===== config.mk =====
export PLATFORM = sky130hd
export DESIGN_NAME = pirq_cfg_bank
export DESIGN_NICKNAME = d
export VERILOG_FILES = /design/src/rtl/pirq_cfg_pkg.sv /design/src/rtl/pirq_cfg_decode.sv /design/src/rtl/pirq_cfg_bitmap.sv /design/src/rtl/pirq_cfg_prio.sv /design/src/rtl/pirq_cfg_bank.sv
export SDC_FILE = /design/constraint.sdc
export NUM_CORES = 2
export LEC_CHECK = 0
export ABC_CLOCK_PERIOD_IN_PS = 12750
export BUFFER_PORTS_ARGS = -buffer_cell sky130_fd_sc_hd__buf_4
export CELL_PAD_IN_SITES_DETAIL_PLACEMENT = 1
export CELL_PAD_IN_SITES_GLOBAL_PLACEMENT = 2
export CORE_AREA = 3 3 289 291
export DETAILED_ROUTE_END_ITERATION = 8
export DIE_AREA = 0 0 292 294
export PLACE_DENSITY = 0.95
export REMOVE_ABC_BUFFERS = 1
export SETUP_SLACK_MARGIN = 0.1
export SLEW_MARGIN = 20
export SYNTH_ARGS = -nofsm -noshare
export SYNTH_HDL_FRONTEND = slang
export SYNTH_SLANG_ARGS = --single-unit

===== constraint.sdc =====
create_clock -name clk -period 12.75 [get_ports clk]
set_clock_uncertainty 0.2 [all_clocks]
set_input_delay 2.55 -clock clk [delete_from_list [all_inputs] [get_ports clk]]
set_output_delay 2.55 -clock clk [all_outputs]
set_load 0.01 [all_outputs]

===== src/rtl/pirq_cfg_pkg.sv =====
package pirq_cfg_pkg;

    localparam int NIRQ      = 32;
    localparam int IDX_W     = $clog2(NIRQ);
    localparam int PRIO_W    = 8;
    localparam int ADDR_W    = 12;
    localparam int DATA_W    = 64;
    localparam int WORD_W    = 32;
    localparam int HALF_IRQ  = NIRQ / 2;
    localparam int NBITMAP   = 3;

    localparam logic [ADDR_W-1:0] OFF_CTRL   = 12'h000;
    localparam logic [ADDR_W-1:0] OFF_STAT   = 12'h004;
    localparam logic [ADDR_W-1:0] OFF_TYPE   = 12'h008;
    localparam logic [ADDR_W-1:0] OFF_WAKE   = 12'h010;
    localparam logic [ADDR_W-1:0] OFF_PROP   = 12'h018;
    localparam logic [ADDR_W-1:0] OFF_PEND   = 12'h020;
    localparam logic [ADDR_W-1:0] OFF_GROUP  = 12'h080;
    localparam logic [ADDR_W-1:0] OFF_GMOD   = 12'h084;
    localparam logic [ADDR_W-1:0] OFF_NSAC   = 12'h088;
    localparam logic [ADDR_W-1:0] OFF_ENS    = 12'h100;
    localparam logic [ADDR_W-1:0] OFF_ENC    = 12'h104;
    localparam logic [ADDR_W-1:0] OFF_PDS    = 12'h108;
    localparam logic [ADDR_W-1:0] OFF_PDC    = 12'h10C;
    localparam logic [ADDR_W-1:0] OFF_ACS    = 12'h110;
    localparam logic [ADDR_W-1:0] OFF_ACC    = 12'h114;
    localparam logic [ADDR_W-1:0] OFF_CFG0   = 12'h180;
    localparam logic [ADDR_W-1:0] OFF_CFG1   = 12'h184;
    localparam logic [ADDR_W-1:0] OFF_PRIO   = 12'h200;

    typedef enum logic [1:0] {
        SZ_BYTE  = 2'd0,
        SZ_WORD  = 2'd1,
        SZ_DWORD = 2'd2,
        SZ_BAD   = 2'd3
    } acc_size_e;

    typedef enum logic [4:0] {
        SEL_NONE, SEL_CTRL, SEL_STAT, SEL_TYPE, SEL_WAKE,
        SEL_PROP, SEL_PEND, SEL_GROUP, SEL_GMOD, SEL_NSAC,
        SEL_ENS, SEL_ENC, SEL_PDS, SEL_PDC, SEL_ACS, SEL_ACC,
        SEL_CFG0, SEL_CFG1, SEL_PRIO
    } reg_sel_e;

    typedef struct packed {
        reg_sel_e          sel;
        logic              hi;
        logic [IDX_W-1:0]  pidx;
        logic              err;
    } dec_t;

    // edge bit i goes to bit 2i+1
    function automatic logic [WORD_W-1:0] spread_odd(input logic [HALF_IRQ-1:0] v);
        logic [WORD_W-1:0] r;
        r = '0;
        for (int i = 0; i < HALF_IRQ; i++) r[2*i+1] = v[i];
        return r;
    endfunction

    function automatic logic [HALF_IRQ-1:0] gather_odd(input logic [WORD_W-1:0] v);
        logic [HALF_IRQ-1:0] r;
        for (int i = 0; i < HALF_IRQ; i++) r[i] = v[2*i+1];
        return r;
    endfunction

endpackage


===== src/rtl/pirq_cfg_decode.sv =====
module pirq_cfg_decode
    import pirq_cfg_pkg::*;
(
    input  logic [ADDR_W-1:0] addr,
    input  logic [1:0]        size,
    output dec_t              dec
);
    logic [ADDR_W-1:0] prio_off;
    logic              in_prio;

    assign prio_off = addr - OFF_PRIO;
    assign in_prio  = (addr >= OFF_PRIO) && (prio_off < ADDR_W'(NIRQ));

    always_comb begin
        dec      = '0;
        dec.sel  = SEL_NONE;
        dec.err  = 1'b1;
        dec.pidx = prio_off[IDX_W-1:0];
        unique case (acc_size_e'(size))
            SZ_BYTE: begin
                if (in_prio) begin
                    dec.sel = SEL_PRIO;
                    dec.err = 1'b0;
                end
            end
            SZ_WORD: begin
                if (addr[1:0] == 2'b00) begin
                    dec.err = 1'b0;
                    case (addr)
                        OFF_CTRL:      dec.sel = SEL_CTRL;
                        OFF_STAT:      dec.sel = SEL_STAT;
                        OFF_TYPE:      dec.sel = SEL_TYPE;
                        OFF_TYPE + 4:  begin dec.sel = SEL_TYPE; dec.hi = 1'b1; end
                        OFF_WAKE:      dec.sel = SEL_WAKE;
                        OFF_PROP:      dec.sel = SEL_PROP;
                        OFF_PROP + 4:  begin dec.sel = SEL_PROP; dec.hi = 1'b1; end
                        OFF_PEND:      dec.sel = SEL_PEND;
                        OFF_PEND + 4:  begin dec.sel = SEL_PEND; dec.hi = 1'b1; end
                        OFF_GROUP:     dec.sel = SEL_GROUP;
                        OFF_GMOD:      dec.sel = SEL_GMOD;
                        OFF_NSAC:      dec.sel = SEL_NSAC;
                        OFF_ENS:       dec.sel = SEL_ENS;
                        OFF_ENC:       dec.sel = SEL_ENC;
                        OFF_PDS:       dec.sel = SEL_PDS;
                        OFF_PDC:       dec.sel = SEL_PDC;
                        OFF_ACS:       dec.sel = SEL_ACS;
                        OFF_ACC:       dec.sel = SEL_ACC;
                        OFF_CFG0:      dec.sel = SEL_CFG0;
                        OFF_CFG1:      dec.sel = SEL_CFG1;
                        default: begin
                            if (in_prio) dec.sel = SEL_PRIO;
                            else         dec.err = 1'b1;
                        end
                    endcase
                end
            end
            SZ_DWORD: begin
                dec.err = 1'b0;
                case (addr)
                    OFF_TYPE: dec.sel = SEL_TYPE;
                    OFF_PROP: dec.sel = SEL_PROP;
                    OFF_PEND: dec.sel = SEL_PEND;
                    default:  dec.err = 1'b1;
                endcase
            end
            default: ;
        endcase
    end

endmodule


===== src/rtl/pirq_cfg_bitmap.sv =====
module pirq_cfg_bitmap
    import pirq_cfg_pkg::*;
(
    input  logic            clk,
    input  logic            rst,
    input  logic            set_we,
    input  logic            clr_we,
    input  logic [NIRQ-1:0] wdata,
    input  logic [NIRQ-1:0] mask,
    output logic [NIRQ-1:0] q
);
    logic [NIRQ-1:0] eff;
    assign eff = wdata & mask;

    always_ff @(posedge clk) begin
        if (rst)         q <= '0;
        else if (set_we) q <= q | eff;
        else if (clr_we) q <= q & ~eff;
    end

    // a set-type write never drops a bit
    a_r4_set_only_adds: assert property (@(posedge clk) disable iff (rst)
        set_we |=> ((q & $past(q)) == $past(q)));

    // a clear-type write never raises a bit
    a_r4_clear_only_drops: assert property (@(posedge clk) disable iff (rst)
        (clr_we && !set_we) |=> ((q | $past(q)) == $past(q)));

endmodule


===== src/rtl/pirq_cfg_prio.sv =====
module pirq_cfg_prio
    import pirq_cfg_pkg::*;
(
    input  logic              clk,
    input  logic              rst,
    input  logic              wr,
    input  logic              word,
    input  logic [IDX_W-1:0]  idx,
    input  logic [WORD_W-1:0] wdata,
    input  logic              filtered,
    input  logic [NIRQ-1:0]   group,
    output logic [WORD_W-1:0] rdata
);
    logic [PRIO_W-1:0] prio_q [NIRQ];
    logic [PRIO_W-1:0] view   [NIRQ];

    for (genvar i = 0; i < NIRQ; i++) begin : g_irq
        localparam logic [IDX_W-1:0] ME = IDX_W'(i);
        logic              hit;
        logic              allow;
        logic [PRIO_W-1:0] lane;
        logic [PRIO_W-1:0] nxt;

        assign hit   = wr && (word ? (ME[IDX_W-1:2] == idx[IDX_W-1:2]) : (ME == idx));
        assign allow = !filtered || group[i];
        assign lane  = word ? wdata[ME[1:0]*PRIO_W +: PRIO_W] : wdata[PRIO_W-1:0];
        assign nxt   = filtered ? ({1'b1, {(PRIO_W-1){1'b0}}} | (lane >> 1)) : lane;

        always_ff @(posedge clk) begin
            if (rst)                prio_q[i] <= '0;
            else if (hit && allow)  prio_q[i] <= nxt;
        end

        always_comb begin
            if (!filtered)     view[i] = prio_q[i];
            else if (group[i]) view[i] = {prio_q[i][PRIO_W-2:0], 1'b0};
            else               view[i] = '0;
        end

        // a filtered write leaves a group-0 priority untouched
        a_r6_hidden_prio_kept: assert property (@(posedge clk) disable iff (rst)
            (hit && filtered && !group[i]) |=> $stable(prio_q[i]));

        // a filtered write to a group-1 priority sets the top bit
        a_r5_ns_write_topbit: assert property (@(posedge clk) disable iff (rst)
            (hit && filtered && group[i]) |=> prio_q[i][PRIO_W-1]);
    end

    always_comb begin
        if (word) begin
            for (int b = 0; b < 4; b++)
                rdata[b*PRIO_W +: PRIO_W] = view[{idx[IDX_W-1:2], 2'(b)}];
        end else begin
            rdata = {{(WORD_W-PRIO_W){1'b0}}, view[idx]};
        end
    end

endmodule


===== src/rtl/pirq_cfg_bank.sv =====
module pirq_cfg_bank
    import pirq_cfg_pkg::*;
#(
    parameter logic [DATA_W-1:0] TYPE_VALUE = 64'h0000_0100_0000_0010
) (
    input  logic              clk,
    input  logic              rst,
    input  logic              sec_disable,
    input  logic [NIRQ-1:0]   irq_level,
    input  logic              req_valid,
    input  logic              req_write,
    input  logic [1:0]        req_size,
    input  logic [ADDR_W-1:0] req_addr,
    input  logic [DATA_W-1:0] req_wdata,
    input  logic              req_secure,
    output logic              rsp_valid,
    output logic [DATA_W-1:0] rsp_rdata,
    output logic              rsp_err
);
    localparam int BM_EN = 0;
    localparam int BM_PD = 1;
    localparam int BM_AC = 2;

    dec_t              dec;
    logic              wr;
    logic              filtered;
    logic              full_secure;
    logic [NIRQ-1:0]   mask;
    logic [WORD_W-1:0] wd;

    logic [NIRQ-1:0]   group_q;
    logic [NIRQ-1:0]   gmod_q;
    logic [WORD_W-1:0] nsac_q;
    logic [NIRQ-1:0]   edge_q;
    logic [1:0]        wake_q;
    logic [DATA_W-1:0] base_q [2];

    logic [NIRQ-1:0]   bm_q   [NBITMAP];
    logic [NBITMAP-1:0] bm_set;
    logic [NBITMAP-1:0] bm_clr;

    logic [WORD_W-1:0] prio_rd;
    logic [NIRQ-1:0]   edge_m;
    logic [DATA_W-1:0] rd;

    pirq_cfg_decode u_dec (
        .addr (req_addr),
        .size (req_size),
        .dec  (dec)
    );

    assign wr          = req_valid && req_write && !dec.err;
    assign filtered    = !req_secure && !sec_disable;
    assign full_secure = req_secure && !sec_disable;
    assign mask        = filtered ? group_q : '1;
    assign wd          = req_wdata[WORD_W-1:0];

    assign bm_set[BM_EN] = wr && (dec.sel == SEL_ENS);
    assign bm_clr[BM_EN] = wr && (dec.sel == SEL_ENC);
    assign bm_set[BM_PD] = wr && (dec.sel == SEL_PDS);
    assign bm_clr[BM_PD] = wr && (dec.sel == SEL_PDC);
    assign bm_set[BM_AC] = wr && (dec.sel == SEL_ACS);
    assign bm_clr[BM_AC] = wr && (dec.sel == SEL_ACC);

    for (genvar k = 0; k < NBITMAP; k++) begin : g_bm
        pirq_cfg_bitmap u_bm (
            .clk    (clk),
            .rst    (rst),
            .set_we (bm_set[k]),
            .clr_we (bm_clr[k]),
            .wdata  (wd),
            .mask   (mask),
            .q      (bm_q[k])
        );
    end

    pirq_cfg_prio u_prio (
        .clk      (clk),
        .rst      (rst),
        .wr       (wr && (dec.sel == SEL_PRIO)),
        .word     (req_size == SZ_WORD),
        .idx      (dec.pidx),
        .wdata    (wd),
        .filtered (filtered),
        .group    (group_q),
        .rdata    (prio_rd)
    );

    // configuration words, wake and group state
    always_ff @(posedge clk) begin
        if (rst) begin
            group_q <= '0;
            gmod_q  <= '0;
            nsac_q  <= '0;
            edge_q  <= '0;
            wake_q  <= '0;
        end else if (wr) begin
            unique case (dec.sel)
                SEL_GROUP: if (!filtered) group_q <= wd;
                SEL_GMOD:  if (full_secure) gmod_q <= wd;
                SEL_NSAC:  if (full_secure) nsac_q <= wd;
                SEL_WAKE:  wake_q <= {wd[0], wd[0]};
                SEL_CFG1:  edge_q[NIRQ-1:HALF_IRQ] <=
                               (edge_q[NIRQ-1:HALF_IRQ] & ~mask[NIRQ-1:HALF_IRQ]) |
                               (gather_odd(wd) & mask[NIRQ-1:HALF_IRQ]);
                default: ;
            endcase
        end
    end

    // 64-bit base registers
    for (genvar b = 0; b < 2; b++) begin : g_base
        localparam reg_sel_e MY_SEL = (b == 0) ? SEL_PROP : SEL_PEND;
        always_ff @(posedge clk) begin
            if (rst) begin
                base_q[b] <= '0;
            end else if (wr && (dec.sel == MY_SEL)) begin
                if (req_size == SZ_DWORD) base_q[b] <= req_wdata;
                else if (dec.hi)          base_q[b][DATA_W-1:WORD_W] <= wd;
                else                      base_q[b][WORD_W-1:0] <= wd;
            end
        end
    end

    function automatic logic [DATA_W-1:0] pick64(input logic [DATA_W-1:0] v,
                                                 input logic dw, input logic hi);
        if (dw)      return v;
        else if (hi) return {{WORD_W{1'b0}}, v[DATA_W-1:WORD_W]};
        else         return {{WORD_W{1'b0}}, v[WORD_W-1:0]};
    endfunction

    assign edge_m = edge_q & mask;

    always_comb begin
        rd = '0;
        unique case (dec.sel)
            SEL_TYPE:  rd = pick64(TYPE_VALUE, req_size == SZ_DWORD, dec.hi);
            SEL_PROP:  rd = pick64(base_q[0], req_size == SZ_DWORD, dec.hi);
            SEL_PEND:  rd = pick64(base_q[1], req_size == SZ_DWORD, dec.hi);
            SEL_WAKE:  rd = DATA_W'(wake_q);
            SEL_GROUP: rd = filtered ? '0 : DATA_W'(group_q);
            SEL_GMOD:  rd = full_secure ? DATA_W'(gmod_q) : '0;
            SEL_NSAC:  rd = full_secure ? DATA_W'(nsac_q) : '0;
            SEL_ENS, SEL_ENC: rd = DATA_W'(bm_q[BM_EN] & mask);
            SEL_PDS, SEL_PDC: rd = DATA_W'((bm_q[BM_PD] | (~edge_q & irq_level)) & mask);
            SEL_ACS, SEL_ACC: rd = DATA_W'(bm_q[BM_AC] & mask);
            SEL_CFG0:  rd = DATA_W'(spread_odd(edge_m[HALF_IRQ-1:0]));
            SEL_CFG1:  rd = DATA_W'(spread_odd(edge_m[NIRQ-1:HALF_IRQ]));
            SEL_PRIO:  rd = DATA_W'(prio_rd);
            default:   rd = '0;
        endcase
    end

    always_ff @(posedge clk) begin
        if (rst) begin
            rsp_valid <= 1'b0;
            rsp_rdata <= '0;
            rsp_err   <= 1'b0;
        end else begin
            rsp_valid <= req_valid;
            rsp_err   <= req_valid && dec.err;
            rsp_rdata <= (req_valid && !req_write && !dec.err) ? rd : '0;
        end
    end

    // every request is answered in the following cycle
    a_r1_rsp_follows_req: assert property (@(posedge clk) disable iff (rst)
        (!rst && req_valid) |=> rsp_valid);

    a_r1_no_spurious_rsp: assert property (@(posedge clk) disable iff (rst)
        (!rst && !req_valid) |=> !rsp_valid);

    // size code 3 always errors
    a_r2_bad_size_err: assert property (@(posedge clk) disable iff (rst)
        (!rst && req_valid && req_size == 2'd3) |=> (rsp_err && rsp_rdata == '0));

    // group register hidden from filtered reads
    a_r11_group_hidden: assert property (@(posedge clk) disable iff (rst)
        (!rst && req_valid && !req_write && dec.sel == SEL_GROUP && filtered)
        |=> (rsp_rdata == '0));

    // asleep status tracks the sleep request immediately
    a_r12_wake_pair: assert property (@(posedge clk) disable iff (rst)
        (!rst && wr && dec.sel == SEL_WAKE)
        |=> (wake_q == {$past(req_wdata[0]), $past(req_wdata[0])}));

endmodule


==> results by group <==
CTS
  • Clk_lat worst skew: 660 ps
  • CTS tree: done
  • Cts bufs inserted: 74
  • Sink Count: about 660
  • H-tree depth: 3
  • Root Driver: clkbuf_16
  • Post-CTS Setup Inserts: 0
  • Worst-path clk slew: 60 ps
  • PostCTS Resize Cnt: 0
  • Longest Clk Path Bufs: 3
  • Post-CTS Hold Buffers: 0

STA
  • Max-slew violation count: 0
  • Final hold slack: 250.4 ps
  • Final WS setup: 5745 ps
  • Final TNS setup: 0 ps
  • Slew @ Worst Pin: approximately 1200 ps
  • Final Hold Violating Endpoints: 0
  • Unrepaired setup endpoints after global routing: no
  • Final period demand of the worst path: 7005 ps
  • Maximum clock rate: 142.8 MHz
  • Crit share post-route: 54.94%
  • Slew HR: 19.42%
  • Final setup violation count: 0

Route
  • DRT Wirelength: 150,500 um
  • Vias: between 30,000 and 40,000
  • Via density: 6.698
  • Number of nets with antenna violations after routing: 0
  • Routed len/inst: 30.92 um
  • TritonRoute pass-1 iters: 6
  • DRC viols: 0
  • DRT iter0 DRCs: between 4,000 and 5,000

Job
  • Max-cap viol count: 0

Pwr
  • Sw Pwr: 1.285 mW
  • PD cells: 128.9 nW/um^2
  • Leakage power: between 10 and 15 nW
  • Proportion of power drawn by the clock network: 44.0%
  • Maximum VDD drop: 87.58 uV
  • Sequential group share of total power: 47.2%
  • Combinational share of power: 8.8%
  • Sw frac: about a quarter
  • Int Power: 3.670 mW

Logic synthesis
  • Post-synth ARST share: 0%
  • Synth warnings: 0
  • Top FF cell, synth: edfxtp_1
  • Simple-gate area share of the yosys netlist: 23.13%
  • Synthesized area: ~34,000 um^2
  • Register bit count reported by yosys: between 600 and 700
  • Largest family of logic cells by synthesized area: simple AND/OR/NAND/NOR gates
  • EDFF count, synth: 384
  • Mux share of post-synthesis cell area: 6.090%
  • Synth Area in XOR/XNOR: less than 1%
  • Average size of a mapped cell: ~9 um^2
  • Synth top area share: 33.81%
  • Post-Syn Instances: 3,780
  • Synth Area in Adders: 0.03668%
  • Distinct cells, synth: 93
  • Synth top area cells: edfxtp_1 34%, dfxtp_1 16%, nand2_1 5.7%, nor2_1 5.3%, a21oi_1 5.0%
  • Seq/Total Area, Yosys: 49.95%
  • Area leader, netlist: edfxtp_1
  • Synth Area in Compound Gates: 16.21%

Setup path
  • Reg2reg path depth: 8
  • CP Class: in2reg
  • Worst-path fanout max: 60
  • Critical path required time: 12,820 ps
  • CP Launch Type: input port
  • Worst setup EP type: flip-flop
  • Critical path data arrival time: 7070 ps

Floorplan
  • Height of the die: between 200 and 300 um
  • Die width: 292 um
  • Die Area: ~86,000 um^2
  • Initial core utilization: a little over two fifths
  • I/O pin cnt: 182
  • CORE AREA: 80,810 um^2
  • Row count: 104

Finish
  • Fin nets: 3,863
  • Design area: between 30,000 and 40,000 um^2
  • Layout cells sized above 1: roughly an eighth
  • Layout area overhead: 12.69%
  • Number of fill cells: 9,181

Placement
  • GP Congestion: 0.9923
  • Pre-CTS setup slack: 5249 ps
  • Port Buffers: 181
  • Placed cell area: 36,010 um^2
  • Post-DP HPWL: 105,700 um

GRT
  • Largest net degree at the start of global routing: between 90 and 100
  • First-pass GRT wire length: between 200,000 and 250,000 um
  • Initial antenna violation count: 5
  • Number of global-route vias before repair: between 30,000 and 40,000
  • Overall Global Routing Usage: 33.92%
  • GRT overflow: 0

Status
  • Outcome: completed

Worst hold path
  • Hold Crit Depth: 2
  • HP Class: reg2reg
worst max-delay path: stages:
cell	delay, ps
buf_6	450
buf_4	470
nand2b_1	170
buf_4	360
a2111oi_0	190
o21ai_1	420
o211ai_2	430
nor3_2	370
o211ai_4	120
buf_4	280
nor3_2	160
buf_4	310
or2_2	690
path summary, 6_finish.rpt:
check | from | end | slack, ps
max | req_addr[2] | base_q[1][0] | 5740
min | gmod_q[7] | gmod_q[7] | 250
max reg2reg | group_q[19] | rsp_rdata[2] | 9130
min reg2reg | gmod_q[7] | gmod_q[7] | 250
through the flow:
step	util (%)	cells	total power, mW
after global routing	47.56	4867	5.057
final	47.57	4868	4.955
after floorplan	-	3419	2.547
after CTS	47.55	4866	4.937
after detailed placement	44.57	4730	2.796
after global placement	44.56	4730	2.784
final cells by class:
cell class | instances | area (um^2) | area share [%]
clock inverters | 28 | 245.2 | 0.6380
multi-input cells | 2738 | 15680 | 40.80
diodes | 2 | 5.005 | 0.01302
flip-flops and latches | 659 | 17040 | 44.32
repair buffers | 251 | 1896 | 4.932
well taps | 1060 | 1326 | 3.451
clock buffers | 108 | 2165 | 5.632
inverters | 22 | 82.58 | 0.2148
layout by cell type, fill, tap and decap left out, types with 24 or more instances in the layout:
cell and count:
nand2_1 517, nor2_1 476, edfxtp_1 384, a21oi_1 341, nand3_1 286, dfxtp_1 275
buf_4 249, o21ai_0 145, mux2i_1 104, nor3_1 89, clkbuf_16 78, and2_1 76
a22oi_1 66, and3_1 48, a31oi_1 43, mux4_2 38, or3_1 37, nor3b_1 35
o22ai_1 33, nor4_1 27, o211ai_1 26, nor2b_1 24, a211oi_1 24
synth_stat cells, types with 48 or more instances:
| master | instances |
|---|---|
| nand2_1 | 518 |
| nor2_1 | 485 |
| edfxtp_1 | 384 |
| a21oi_1 | 342 |
| nand3_1 | 286 |
| dfxtp_1 | 275 |
| clkbuf_1 | 254 |
| o21ai_0 | 146 |
| mux2i_1 | 104 |
| nor3_1 | 92 |
| and2_1 | 77 |
| buf_2 | 70 |
| a22oi_1 | 66 |
| and3_1 | 48 |
logic make-up after synthesis:
family,count (synthesis)
AOI/OAI and AO/OA,869
xor gates and xnor gates,1
adders and majority gates,1
buffers and inverters,383
DFF,659
muxes,158
and+or+nand+nor,1709
power by group through the flow:
stage / Combinational (mW) / Sequential [mW] / Clock (mW)
floorplan: 0.178 / 2.37 / 0
global placement: 0.405 / 2.38 / 0
detailed placement: 0.411 / 2.38 / 0
CTS: 0.414 / 2.34 / 2.18
global route: 0.444 / 2.34 / 2.27
finish: 0.434 / 2.34 / 2.18
metal layers:
metal | up-vias | routed length, um | track usage [%]
met5 | - | 9 | 0
met4 | 2 | 9506 | 18.98
met3 | 521 | 17370 | 7.766
met2 | 2207 | 66040 | 52.42
met1 | 16226 | 57580 | 44.08
li1 | 13649 | - | -
Note: power is estimated with default switching activity, not from simulation.
